===== src/rtl/glcd_pkg.sv =====
package glcd_pkg;

    typedef enum logic [1:0] {
        ST_RESET,
        ST_IDLE,
        ST_EXEC,
        ST_BUSY
    } ctrl_state_e;

    typedef enum logic [2:0] {
        OP_NOP,
        OP_DISP,
        OP_START,
        OP_PAGE,
        OP_COL
    } instr_op_e;

    localparam int STAT_BUSY_BIT = 7;
    localparam int STAT_OFF_BIT  = 5;
    localparam int STAT_RST_BIT  = 4;

endpackage


===== src/rtl/glcd_sync.sv =====
module glcd_sync #(
    parameter int WIDTH  = 1,
    parameter int STAGES = 2
) (
    input  logic             clk,
    input  logic [WIDTH-1:0] async_in,
    output logic [WIDTH-1:0] sync_out
);

    for (genvar i = 0; i < WIDTH; i++) begin : g_bit
        logic [STAGES-1:0] chain;
        always_ff @(posedge clk) begin
            chain <= {chain[STAGES-2:0], async_in[i]};
        end
        assign sync_out[i] = chain[STAGES-1];
    end

endmodule


===== src/rtl/glcd_cmd_decode.sv =====
module glcd_cmd_decode
    import glcd_pkg::*;
#(
    parameter int PAGE_W = 3,
    parameter int COL_W  = 6
) (
    input  logic [7:0]        code,
    output instr_op_e         op,
    output logic              disp_arg,
    output logic [COL_W-1:0]  line_arg,
    output logic [PAGE_W-1:0] page_arg,
    output logic [COL_W-1:0]  col_arg
);

    always_comb begin
        unique casez (code)
            8'b0011111?: op = OP_DISP;
            8'b11??????: op = OP_START;
            8'b10111???: op = OP_PAGE;
            8'b01??????: op = OP_COL;
            default:     op = OP_NOP;
        endcase
    end

    assign disp_arg = code[0];
    assign line_arg = code[COL_W-1:0];
    assign page_arg = code[PAGE_W-1:0];
    assign col_arg  = code[COL_W-1:0];

endmodule


===== src/rtl/glcd_frame_ram.sv =====
module glcd_frame_ram #(
    parameter int ADDR_W = 9,
    parameter int DATA_W = 8
) (
    input  logic              clk,
    input  logic              wr_en,
    input  logic [ADDR_W-1:0] wr_addr,
    input  logic [DATA_W-1:0] wr_data,
    input  logic [ADDR_W-1:0] rd_addr,
    output logic [DATA_W-1:0] rd_data
);

    localparam int DEPTH = 1 << ADDR_W;

    logic [DATA_W-1:0] mem [DEPTH];

    always_ff @(posedge clk) begin
        if (wr_en) mem[wr_addr] <= wr_data;
    end

    assign rd_data = mem[rd_addr];

endmodule


===== src/rtl/glcd_host_if.sv =====
module glcd_host_if
    import glcd_pkg::*;
#(
    parameter int PAGE_W      = 3,
    parameter int COL_W       = 6,
    parameter int DATA_W      = 8,
    parameter int BUSY_CYCLES = 2
) (
    input  logic              clk,
    input  logic              rst_n,
    input  logic              e,
    input  logic              cs1_n,
    input  logic              cs2_n,
    input  logic              cs3,
    input  logic              rw,
    input  logic              di,
    input  logic [DATA_W-1:0] din,
    output logic [DATA_W-1:0] dout,
    output logic              dout_oe,
    output logic              disp_on,
    output logic [COL_W-1:0]  start_line
);

    localparam int ADDR_W = PAGE_W + COL_W;
    localparam int SYNC_W = DATA_W + 7;
    localparam int CNT_W  = (BUSY_CYCLES < 2) ? 1 : $clog2(BUSY_CYCLES);

    // resynchronised bus
    logic [SYNC_W-1:0] sync_vec;
    logic              rst_s, e_s, cs1_s, cs2_s, cs3_s, rw_s, di_s;
    logic [DATA_W-1:0] din_s;
    logic              e_prev, e_fall, sel_s, status_rd, accept;

    // control
    ctrl_state_e       state, state_nx;
    logic [CNT_W-1:0]  cnt;
    logic              busy;

    // captured access
    logic              cmd_rw, cmd_di;
    logic [DATA_W-1:0] cmd_data;

    // decoded instruction
    instr_op_e         op;
    logic              disp_arg;
    logic [COL_W-1:0]  line_arg, col_arg;
    logic [PAGE_W-1:0] page_arg;

    // architectural state
    logic              disp_on_q;
    logic [COL_W-1:0]  start_q;
    logic [PAGE_W-1:0] page_q;
    logic [COL_W-1:0]  col_q;
    logic [DATA_W-1:0] outreg_q;
    logic [DATA_W-1:0] ram_rd;
    logic              ram_we;
    logic [DATA_W-1:0] status;

    glcd_sync #(.WIDTH(SYNC_W), .STAGES(2)) u_sync (
        .clk      (clk),
        .async_in ({rst_n, e, cs1_n, cs2_n, cs3, rw, di, din}),
        .sync_out (sync_vec)
    );

    assign {rst_s, e_s, cs1_s, cs2_s, cs3_s, rw_s, di_s, din_s} = sync_vec;

    always_ff @(posedge clk) begin
        e_prev <= e_s;
    end

    assign e_fall    = e_prev && !e_s;
    assign sel_s     = !cs1_s && !cs2_s && cs3_s;
    assign status_rd = rw_s && !di_s;
    assign accept    = (state == ST_IDLE) && e_fall && sel_s && !status_rd;

    // ---------------- state register ----------------
    always_comb begin
        state_nx = state;
        if (!rst_s) begin
            state_nx = ST_RESET;                        // T_RST
        end else begin
            unique case (state)
                ST_RESET: state_nx = ST_IDLE;           // T_REL
                ST_IDLE:  if (accept) state_nx = ST_EXEC; // T_ACCEPT
                ST_EXEC:  state_nx = ST_BUSY;           // T_DONE
                ST_BUSY:  if (cnt == '0) state_nx = ST_IDLE; // T_READY
                default:  state_nx = ST_RESET;
            endcase
        end
    end

    always_ff @(posedge clk) begin
        state <= state_nx;
    end

    // ---------------- access capture ----------------
    always_ff @(posedge clk) begin
        if (!rst_s) begin
            cmd_rw   <= 1'b0;
            cmd_di   <= 1'b0;
            cmd_data <= '0;
        end else if (accept) begin
            cmd_rw   <= rw_s;
            cmd_di   <= di_s;
            cmd_data <= din_s;
        end
    end

    glcd_cmd_decode #(.PAGE_W(PAGE_W), .COL_W(COL_W)) u_dec (
        .code     (cmd_data[7:0]),
        .op       (op),
        .disp_arg (disp_arg),
        .line_arg (line_arg),
        .page_arg (page_arg),
        .col_arg  (col_arg)
    );

    // ---------------- state actions ----------------
    always_ff @(posedge clk) begin
        if (!rst_s) begin
            disp_on_q <= 1'b0;
            start_q   <= '0;
            page_q    <= '0;
            col_q     <= '0;
            outreg_q  <= '0;
            cnt       <= '0;
        end else begin
            unique case (state)
                ST_EXEC: begin
                    cnt <= CNT_W'(BUSY_CYCLES - 1);
                    if (cmd_di) begin
                        col_q <= col_q + 1'b1;
                        if (cmd_rw) outreg_q <= ram_rd;
                    end else begin
                        unique case (op)
                            OP_DISP:  disp_on_q <= disp_arg;
                            OP_START: start_q   <= line_arg;
                            OP_PAGE:  page_q    <= page_arg;
                            OP_COL:   col_q     <= col_arg;
                            default:  ;
                        endcase
                    end
                end
                ST_BUSY: if (cnt != '0) cnt <= cnt - 1'b1;
                default: ;
            endcase
        end
    end

    assign ram_we = (state == ST_EXEC) && cmd_di && !cmd_rw;

    glcd_frame_ram #(.ADDR_W(ADDR_W), .DATA_W(DATA_W)) u_ram (
        .clk     (clk),
        .wr_en   (ram_we),
        .wr_addr ({page_q, col_q}),
        .wr_data (cmd_data),
        .rd_addr ({page_q, col_q}),
        .rd_data (ram_rd)
    );

    // ---------------- outputs ----------------
    always_comb begin
        busy                  = (state == ST_EXEC) || (state == ST_BUSY);
        status                = '0;
        status[STAT_BUSY_BIT] = busy;
        status[STAT_OFF_BIT]  = !disp_on_q;
        status[STAT_RST_BIT]  = !rst_s;
        dout                  = di_s ? outreg_q : status;
        dout_oe               = e_s && rw_s && sel_s;
        disp_on               = disp_on_q;
        start_line            = start_q;
    end

endmodule


===== config.mk =====
export PLATFORM = sky130hd
export DESIGN_NAME = glcd_host_if
export DESIGN_NICKNAME = d
export VERILOG_FILES = /design/src/rtl/glcd_pkg.sv /design/src/rtl/glcd_sync.sv /design/src/rtl/glcd_cmd_decode.sv /design/src/rtl/glcd_frame_ram.sv /design/src/rtl/glcd_host_if.sv
export SDC_FILE = /design/constraint.sdc
export NUM_CORES = 2
export LEC_CHECK = 0
export ABC_CLOCK_PERIOD_IN_PS = 10650
export BUFFER_PORTS_ARGS = -buffer_cell sky130_fd_sc_hd__buf_2
export CAP_MARGIN = 20
export CORE_ASPECT_RATIO = 0.8
export CORE_MARGIN = 8
export CORE_UTILIZATION = 40
export DETAILED_ROUTE_END_ITERATION = 12
export SLEW_MARGIN = 10
export SYNTH_ARGS = -nofsm -noshare
export SYNTH_HDL_FRONTEND = slang
export SYNTH_HIERARCHICAL = 1
export SYNTH_SLANG_ARGS = --single-unit
export TNS_END_PERCENT = 100

===== constraint.sdc =====
create_clock -name clk -period 10.65 [get_ports clk]
set_input_delay 1.5975 -clock clk [delete_from_list [all_inputs] [get_ports clk]]
set_output_delay 1.5975 -clock clk [all_outputs]
set_load 0.005 [all_outputs]

==> results.txt <==
status - finished clean
post-DR wirelength/cell - 31.1 um
crit start category - register
critical path class - register to register
Die Span Y - 586 um
Clock Power Share - 0.441
Yosys cell types - 65
Max Root-Sink Buffers - 4
Syn Area/Cell - 19.6 um2
routed vias/inst - 6.01
CP endpoint kind - register
Synth Net Count - 8286
#FFs+latches synth - 4164
CTS Hold Buffers Added - 0
Die X - 728 um
TritonCTS Buffers - 399
Layout fillers - 33.9k
Slew headroom - 0.168
io pins - 32
worst hold path class - register to register
CORE AREA - 0.405 mm2
fin crit period - 5.72 ns
Sw Ratio - 0.193
Static Leak - 58.5 nW
Seq/Total Area, Yosys - 0.766
Buf/Inv on CP - 2
Peak VDD IR - 129 uV
final setup TNS - 0 ns
Area after DPL - 0.168 mm2
Rows - 209
share of cells above drive strength 1 - 0.174
commonest cells after routing, fill and taps aside - edfxtp_1, mux2i_1, mux4_2
slowest CP cell - dfxtp_4
worst-path maximum fanout - 135
CTS clk-pin slew, worst paths - 0.07 ns
met2 wire len - 191 mm
leading cell type in the layout, fill and taps excluded - edfxtp_1
drt drc - 0
Final Cell Area - 0.181 mm2
sequential share of power - 0.555
Most used DFF post-synth - edfxtp_1
YS warnings - 6
routability congestion estimate - 0.869
clk_skew - 0.0688 ns
Worst Path Required - 11.43 ns
grt total ovfl - 0
die footprint - 0.427 mm2
clock sink count - 4164
RSZ-0062 raised after global routing - no
routed wire length - 436 mm
CTS tree - done
Total Routing Usage GR - 0.198
largest net degree at the start of global routing - 174
Comb power frac - 0.004
ANT nets after route - 0
Syn Inst Count - 8265
EDFF count, synth - 4096
utilization after layout - 0.447
Starting Density - 0.401
worst path cell trace - or2_4, buf_12, buf_12, o221ai_1, o22ai_1, a22oi_1, nand4_1, nand2_1, o2111a_1, mux2i_1, nor2_1
final net count - 8348
Initial DRT Pass Iterations - 5
Worst-Skew Late Latency - 0.94 ns
first-pass GRT wire length - 615 mm
crit-path most repeated cell - buf_12
Root Buffer - clkbuf_16
initial antenna violation count - 21
Iter 0 DRT Violations - 11.4k
PostCTS Resize Cnt - 0
number of setup buffers added after CTS - 0
async set-reset flop share out of synthesis - 0
highest metal used - met5
met3 wire length - 50.8 mm
# port buffers - 31
number of global-route vias before repair - 82.0k
DPL Wire Length - 262 mm
vias - 84.3k
Max Clk Rate - 175 MHz
Slew @ Worst Pin - 1.24 ns
Netlist Area Pre-Place - 0.162 mm2
critical path's largest stage delay - 0.89 ns
M1 WL - 183 mm
Top Family by Delay on Critical Path - simple AND/OR/NAND/NOR gates
Worst EP arrival - 6.50 ns
fin crit share - 0.537
H-tree depth - 5
Pins Over Slew Limit - 0
Syn-to-layout area delta - 11.4%
Switching Power - 6.19 mW
pwr/cell area - 177 mW/mm2
count of final hold-check violations - 0
max-capacitance violation count - 0
internal power - 25.8 mW
final setup violation count - 0
-- cell type report --
type | instances | area, um2 | share of cell area
flip-flops and latches | 4164 | 124000 | 0.688
multi-input cells | 3540 | 35000 | 0.193
clock buffers | 488 | 10600 | 0.0586
well taps | 5380 | 6730 | 0.0372
clock inverters | 235 | 2280 | 0.0126
repair buffers | 213 | 1870 | 0.0103
inverters | 9 | 41.3 | 0.000228
diodes | 4 | 10.0 | 0.0000553
-- worst reg2reg max path: stages (launching register included) --
cell,delay [ns]
dfxtp_4,0.89
or2_4,0.85
buf_12,0.50
buf_12,0.73
o221ai_1,0.59
o22ai_1,0.35
a22oi_1,0.16
nand4_1,0.25
nand2_1,0.44
o2111a_1,0.51
mux2i_1,0.20
nor2_1,0.07
-- worst paths after layout --
path | start | endpoint | slack, ns | depth (start not counted)
worst max-delay path | col_q[1] | outreg_q[4] | 4.93 | 11
worst max register to register | col_q[1] | outreg_q[4] | 4.93 | 11
worst min register to register | u_sync/g_bit[6].chain[0] | u_sync/g_bit[6].chain[1] | 0.33 | 0
worst min-delay path | u_sync/g_bit[6].chain[0] | u_sync/g_bit[6].chain[1] | 0.33 | 0
-- power by group through the flow --
stage / Clock [mW] / Sequential [mW] / Combinational [mW]
final: 14.1 / 17.8 / 0.135
after global placement: 0 / 18.1 / 0.128
after detailed placement: 0 / 18.1 / 0.134
after CTS: 14.3 / 17.8 / 0.134
after global routing: 14.9 / 17.8 / 0.143
after floorplan: 0 / 18.2 / 0.0566
-- sequential cells by signal, indices dropped and copies added (netlist names) --
register	count
u_ram/mem	4096
u_sync/g_bit.chain	30
cmd_data	8
outreg_q	8
col_q	6
start_line	6
page_q	3
state	2
cmd_di	1
cmd_rw	1
cnt	1
disp_on	1
e_prev	1
-- logic make-up (layout without fill, tap and decap cells) --
| kind of cell | count (synthesis) | count (layout) | synth area share |
|---|---|---|---|
| other | 0 | 4 | 0 |
| muxes | 1482 | 1482 | 0.142 |
| adders and majority gates | 5 | 5 | 0.000385 |
| xor gates and xnor gates | 1 | 1 | 0.0000540 |
| DFF | 4164 | 4164 | 0.766 |
| buffers and inverters | 561 | 945 | 0.0201 |
| and+or+nand+nor | 1048 | 1048 | 0.0281 |
| AOI/OAI and AO/OA | 1004 | 1004 | 0.0436 |
-- through the flow --
step | cells | setup slack [ns] | hold WS [ns] | total power [mW]
after floorplan | 8265 | 2.28 | 0.310 | 18.2
after global placement | 13300 | 4.08 | 0.310 | 18.3
after detailed placement | 13300 | 5.02 | 0.312 | 18.3
after CTS | 14000 | 4.96 | 0.326 | 32.2
after global routing | 14000 | 4.84 | 0.334 | 32.8
final | 14000 | 4.93 | 0.327 | 32.0
-- cell usage after synthesis, types with 3 or more instances --
library cell	instances	area, um2
nand2b_1	6	37.5
ha_1	5	62.6
a211oi_1	21	158
mux4_2	654	14700
o311ai_0	5	43.8
a22oi_1	62	465
nand4_1	34	213
o2111a_1	8	90.1
and3b_1	5	43.8
o21ai_1	3	15.0
clkbuf_1	269	1010
buf_8	11	165
o221ai_1	371	3250
or3_1	7	43.8
nor4_1	36	225
nor2_1	631	2370
dfxtp_1	68	1360
edfxtp_1	4096	123000
a21oi_1	198	991
buf_2	59	295
o31ai_1	13	97.6
nand3_1	40	200
nor3b_2	3	37.5
a2111oi_0	3	26.3
nand2_1	117	439
inv_1	8	30.0
nor2b_1	9	56.3
buf_1	41	154
o21ai_0	122	611
mux2i_1	827	8280
buf_12	5	100
buf_6	65	732
o41ai_1	7	61.3
nor3_1	110	551
nor3b_1	8	60.1
buf_4	102	766
and3_1	5	31.3
o22a_1	3	26.3
and2_1	26	163
a22o_1	5	43.8
o22ai_1	166	1040
or2_2	4	25.0
-- metal layers --
layer  vias up  GRT usage
met4         6     0.0490
met5         -          0
met1     44700      0.294
met2      4588      0.290
li1      34400          -
met3       634     0.0532
Power figures use the tool's default switching activity.
